**src/rtl/phy_ctl_pkg.sv**
```systemverilog
package phy_ctl_pkg;
  localparam int BUS_W  = 32;
  localparam int HALF_W = BUS_W / 2;

  localparam int PWR_BIT   = 0;
  localparam int DLLEN_BIT = 1;
  localparam int DRV_LSB   = 4;
  localparam int DRV_W     = 3;

  localparam int OSEL_LSB  = 7;
  localparam int OSEL_W    = 4;
  localparam int OEN_BIT   = 11;
  localparam int FSEL_LSB  = 12;
  localparam int FSEL_W    = 2;

  localparam int CAL_BIT   = 6;
  localparam int LOCK_BIT  = 5;

  typedef enum logic [DRV_W-1:0] {
    DRV_50  = 3'd0,
    DRV_33  = 3'd1,
    DRV_66  = 3'd2,
    DRV_100 = 3'd3,
    DRV_40  = 3'd4
  } drv_code_e;
endpackage

```
**src/rtl/masked_word.sv**
```systemverilog
module masked_word #(
  parameter int W = 16
) (
  input  logic           clk,
  input  logic           rst_n,
  input  logic           wr_en,
  input  logic [2*W-1:0] wdata,
  output logic [W-1:0]   q
);
  logic [W-1:0] mask;
  assign mask = wdata[2*W-1:W];

  always_ff @(posedge clk) begin
    if (!rst_n) q <= '0;
    else if (wr_en) q <= (q & ~mask) | (wdata[W-1:0] & mask);
  end

  p_hold_r1: assert property (@(posedge clk) disable iff (!rst_n)
    !wr_en |=> $stable(q));
  p_mask_r1: assert property (@(posedge clk) disable iff (!rst_n)
    wr_en |=> (((q ^ $past(q)) & ~$past(mask)) == '0));
endmodule

```
**src/rtl/flag_sync.sv**
```systemverilog
module flag_sync #(
  parameter int N = 2
) (
  input  logic         clk,
  input  logic         rst_n,
  input  logic [N-1:0] d,
  output logic [N-1:0] q
);
  logic [N-1:0] meta;

  always_ff @(posedge clk) begin
    if (!rst_n) begin
      meta <= '0;
      q    <= '0;
    end else begin
      meta <= d;
      q    <= meta;
    end
  end

  for (genvar i = 0; i < N; i++) begin : g_chk
    p_sync_lag_r3: assert property (@(posedge clk) disable iff (!rst_n)
      (q[i] != $past(q[i])) |-> (q[i] == $past(d[i], 2)));
  end
endmodule

```
**src/rtl/phy_ctl_regbank.sv**
```systemverilog
module phy_ctl_regbank
  import phy_ctl_pkg::*;
#(
  parameter int NUM_CTRL = 7,
  parameter int ADDR_W   = 6,
  parameter int STAT_IDX = 8,
  parameter int PWR_IDX  = 6,
  parameter int TAP_IDX  = 0
) (
  input  logic              clk,
  input  logic              rst_n,
  input  logic              bus_valid,
  input  logic              bus_write,
  input  logic [ADDR_W-1:0] bus_addr,
  input  logic [31:0]       bus_wdata,
  output logic [31:0]       bus_rdata,
  output logic              bus_rvalid,
  input  logic              cal_done_in,
  input  logic              dll_ready_in,
  output logic              pwr_on,
  output logic              dll_en,
  output logic [2:0]        drv_str,
  output logic [1:0]        freq_sel,
  output logic              otap_en,
  output logic [3:0]        otap_sel
);
  localparam int IDX_W = ADDR_W - 2;

  logic [IDX_W-1:0]             idx;
  logic [NUM_CTRL*HALF_W-1:0]   ctrl_flat;
  logic [HALF_W-1:0]            pwr_word, tap_word;
  logic [1:0]                   stat_sync;
  logic [BUS_W-1:0]             rd_mux;
  logic                         rd_req, wr_req;

  assign idx    = bus_addr[ADDR_W-1:2];
  assign rd_req = bus_valid && !bus_write;
  assign wr_req = bus_valid && bus_write;

  for (genvar i = 0; i < NUM_CTRL; i++) begin : g_word
    masked_word #(.W(HALF_W)) u_word (
      .clk   (clk),
      .rst_n (rst_n),
      .wr_en (wr_req && (idx == IDX_W'(i))),
      .wdata (bus_wdata),
      .q     (ctrl_flat[i*HALF_W +: HALF_W])
    );
  end

  flag_sync #(.N(2)) u_sync (
    .clk   (clk),
    .rst_n (rst_n),
    .d     ({cal_done_in, dll_ready_in}),
    .q     (stat_sync)
  );

  assign pwr_word = ctrl_flat[PWR_IDX*HALF_W +: HALF_W];
  assign tap_word = ctrl_flat[TAP_IDX*HALF_W +: HALF_W];

  assign pwr_on   = pwr_word[PWR_BIT];
  assign dll_en   = pwr_word[DLLEN_BIT];
  assign drv_str  = pwr_word[DRV_LSB +: DRV_W];
  assign freq_sel = tap_word[FSEL_LSB +: FSEL_W];
  assign otap_en  = tap_word[OEN_BIT];
  assign otap_sel = tap_word[OSEL_LSB +: OSEL_W];

  always_comb begin
    rd_mux = '0;
    for (int i = 0; i < NUM_CTRL; i++) begin
      if (idx == IDX_W'(i)) rd_mux[HALF_W-1:0] = ctrl_flat[i*HALF_W +: HALF_W];
    end
    if (idx == IDX_W'(STAT_IDX)) begin
      rd_mux[CAL_BIT]  = stat_sync[1];
      rd_mux[LOCK_BIT] = stat_sync[0];
    end
  end

  always_ff @(posedge clk) begin
    if (!rst_n) begin
      bus_rvalid <= 1'b0;
      bus_rdata  <= '0;
    end else begin
      bus_rvalid <= rd_req;
      if (rd_req) bus_rdata <= rd_mux;
    end
  end

  p_rd_upper_r2: assert property (@(posedge clk) disable iff (!rst_n)
    bus_rvalid |-> (bus_rdata[BUS_W-1:HALF_W] == '0));
  p_ignore_r4: assert property (@(posedge clk) disable iff (!rst_n)
    (wr_req && (idx >= IDX_W'(NUM_CTRL))) |=> $stable(ctrl_flat));
  p_rvalid_r8: assert property (@(posedge clk) disable iff (!rst_n)
    rd_req |=> bus_rvalid);
  p_no_rvalid_r8: assert property (@(posedge clk) disable iff (!rst_n)
    !rd_req |=> !bus_rvalid);
endmodule

```
**config.mk**
```make
export PLATFORM = sky130hd
export DESIGN_NAME = phy_ctl_regbank
export DESIGN_NICKNAME = d
export VERILOG_FILES = /design/src/rtl/phy_ctl_pkg.sv /design/src/rtl/masked_word.sv /design/src/rtl/flag_sync.sv /design/src/rtl/phy_ctl_regbank.sv
export SDC_FILE = /design/constraint.sdc
export NUM_CORES = 1
export LEC_CHECK = 0
export BUFFER_PORTS_ARGS = -buffer_cell sky130_fd_sc_hd__clkbuf_2
export CORE_MARGIN = 1
export CORE_UTILIZATION = 53
export CTS_CLUSTER_DIAMETER = 100
export DETAILED_ROUTE_END_ITERATION = 8
export GPL_TIMING_DRIVEN = 0
export PLACE_DENSITY_LB_ADDON = 0.15
export SLEW_MARGIN = 15
export SYNTH_ARGS = -nofsm -noshare
export SYNTH_HDL_FRONTEND = slang
export SYNTH_SLANG_ARGS = --single-unit
```
**constraint.sdc**
```tcl
create_clock -name clk -period 1 [get_ports clk]
set_input_delay 0 -clock clk [delete_from_list [all_inputs] [get_ports clk]]
set_output_delay 0 -clock clk [all_outputs]
set_load 0.01 [all_outputs]
```
==> flow_summary.toml <==
[logic_synthesis]
yosysSeqAreaShare = 0.388
ys_top_cells_by_count = "dfxtp_1 (133), mux2i_1 (128), nor2b_1 (116), nand3_1 (113), buf_4 (29)"
yosysWarnings = 0
synth_top_area_frac = 0.388
synth.most_common_cell = "dfxtp_1"
synthFlopType = "dfxtp_1"
yosysTopAreaCell = "dfxtp_1"
synth-edff-count = 0
synth_seq_cells = 133
syn_inst = 733
synth.avg_cell_area_sq_um = 9.37
ys_types = 37
synth_area_sq_um = 6870
synth_area_leaders = "dfxtp_1 (39%), mux2i_1 (19%), nor2b_1 (11%)"
async_flop_share = 0

[timing]
final_hold_viol_count = 0
fin_skew_ps = 6.98
setup_violations = 17
drv_slew = 0
rsz0062_at_grt = "yes"
tightest_slew_ps = 732
setup_slack_ps = -287
slew_headroom = 0.512
timing.final.crit_share = 1.29
period_needed_ps = 1290
timing.fmax_mhz = 777

[floorplan]
die_w_um = 116
start_util = 0.544
coreArea_sq_um = 12600
die_area_sq_um = 13400
rows = 41
design.portCount = 89
chipHeight_um = 116

[clock_tree]
clk_path_buf_depth = 2
cts.sink_count = 133
clk_pin_slew_ps = 60
clock-root-buffer = "clkbuf_16"
clk_latency_ps = 430
cts_tree = "yes"
cts_buffers = 17
htree_levels = 4

[drt]
drcViolationCount = 0
routedWlPerCell_um = 22.0
ant_nets = 0
drtIter0Drc = 612
via_per_inst = 5.92
drt-pass1-iter-count = 5
route.vias.total = 6237
wl_um = 23200

[finish]
fin_cells = 1054
drive_gt1_frac = 0.347
insertedDiodeCount = 0
finalInstanceArea_sq_um = 9420
num-nets-final = 915
syn2layout_area_growth_pct = 37.1

[place]
dp_hpwl_um = 14100
gp_congestion = 0.895
postPlaceCellArea_sq_um = 7670
dp.cells = 988
portBuffers = 68

[min_path]
hp-class = "primary input to flop"

[pwr]
cellInternalPower_mw = 9.44
p_clk_frac = 0.456
cellLeakagePower_nw = 3.98
p_sw_mw = 3.25
p_sw_frac = 0.256
max-vdd-ir-drop_mv = 1.42
seqPwrFrac = 0.423
power_frac_comb = 0.121
p_per_area_nw_per_um2 = 1350

[global_route]
grt_pass1_wl_um = 32700
grt_use_total = 0.336
grt_max_degree = 17
grt_pass1_vias = 6004
antenna_found_initial = 0
overflow = 0

[setup_path]
crit_arrival_ps = 1590
cp-start-kind = "flop"
end_kind = "flop"
timing.critical_path.required_ps = 1300
path_class = "flop to flop"
critPathMaxFanout = 2

[job]
max_cap_violations = 0

[run_status]
status = "finished, violations left"
violations = "setup timing"
power groups by stage:
stage	Sequential (mW)	Clock [mW]	Combinational [mW]
after global routing	5.36	6.02	1.59
final	5.36	5.78	1.54
after detailed placement	5.48	0	1.19
after CTS	5.36	5.75	1.29
after global placement	5.47	0	1.17
after floorplan	5.48	0	0.668
per-layer routing:
| layer | wire [um] | up-vias | track usage |
|---|---|---|---|
| li1 | - | 2850 | - |
| met1 | 9680 | 2991 | 0.415 |
| met2 | 10800 | 312 | 0.535 |
| met3 | 1570 | 84 | 0.0826 |
| met4 | 1130 | 0 | 0.197 |
| met5 | 0 | - | 0 |
worst max-delay path, stage by stage, from the launching register on:
cell,delay [ps]
dfxtp_1,310
mux2_4,280
a222oi_1,290
or3_1,180
a41oi_2,100
stage by stage:
step	power, mW	setup TNS, ps	setup slack [ps]	hold WS, ps	utilization
detailed placement	6.67	-59770	-703	211	0.608
global placement	6.65	-55560	-671	211	0.608
finish	12.7	-984	-287	19.9	0.746
global route	13.0	-3240	-309	36.8	0.746
CTS	12.4	-789	-231	2.58	0.678
floorplan	6.15	-7610	-126	127	-
kinds of logic after synthesis:
kind of cell	Yosys count	share of synthesized area
and+or+nand+nor	296	0.245
muxes	130	0.190
other	1	0.000546
DFF	133	0.388
buffers and inverters	90	0.0920
AOI/OAI and AO/OA	83	0.0851
cell type report:
cell class | instances | area (sq um)
Tap cell | 172 | 215
Clock buffer | 26 | 519
Buffer | 83 | 714
Fill cell | 905 | 3200
Inverter | 4 | 15.0
Sequential cell | 133 | 2690
Clock inverter | 4 | 20.0
Timing Repair Buffer | 107 | 885
Multi-Input combinational cell | 525 | 4360
what timing repair did:
action | in CTS | in global routing
pin swaps | 23 | 18
gates cloned | 0 | 9
endpoints found under the hold margin | 114 | 0
gates resized for setup | 42 | 132
endpoints found under the setup margin | 79 | 74
buffers inserted | 2 | 8
hold buffers | 20 | 0
layout by cell type, fill, tap and decap left out, types with 3 or more instances in the layout:
cell / instances
mux2i_1: 127
dfxtp_1: 115
nor2b_1: 114
clkbuf_2: 59
nand3_1: 44
nand3_2: 43
buf_4: 38
buf_6: 27
nand3_4: 26
clkbuf_16: 24
dlygate4sd3_1: 20
clkbuf_1: 19
nand2_1: 18
o21ai_0: 18
dfxtp_2: 18
nand2b_1: 16
conb_1: 16
o21ai_1: 15
a221oi_2: 13
o2bb2ai_1: 11
a211oi_1: 9
buf_2: 8
clkbuf_8: 7
nor3_1: 7
buf_8: 6
buf_12: 6
nor3_2: 6
and2_1: 5
inv_1: 4
a211oi_2: 4
clkinv_2: 4
a221oi_1: 3
path summary, 6_finish.rpt:
path / start / end / slack (ps) / cells after the start
max: flop / bus_rdata[6] / -290 / 4
min: bus_addr[5] / bus_rdata[13] / 20 / 5
max reg2reg: flop / bus_rdata[6] / -290 / 4
min reg2reg: bus_rdata[4] / bus_rdata[4] / 450 / 2
Note: power is estimated with default switching activity, not from simulation.
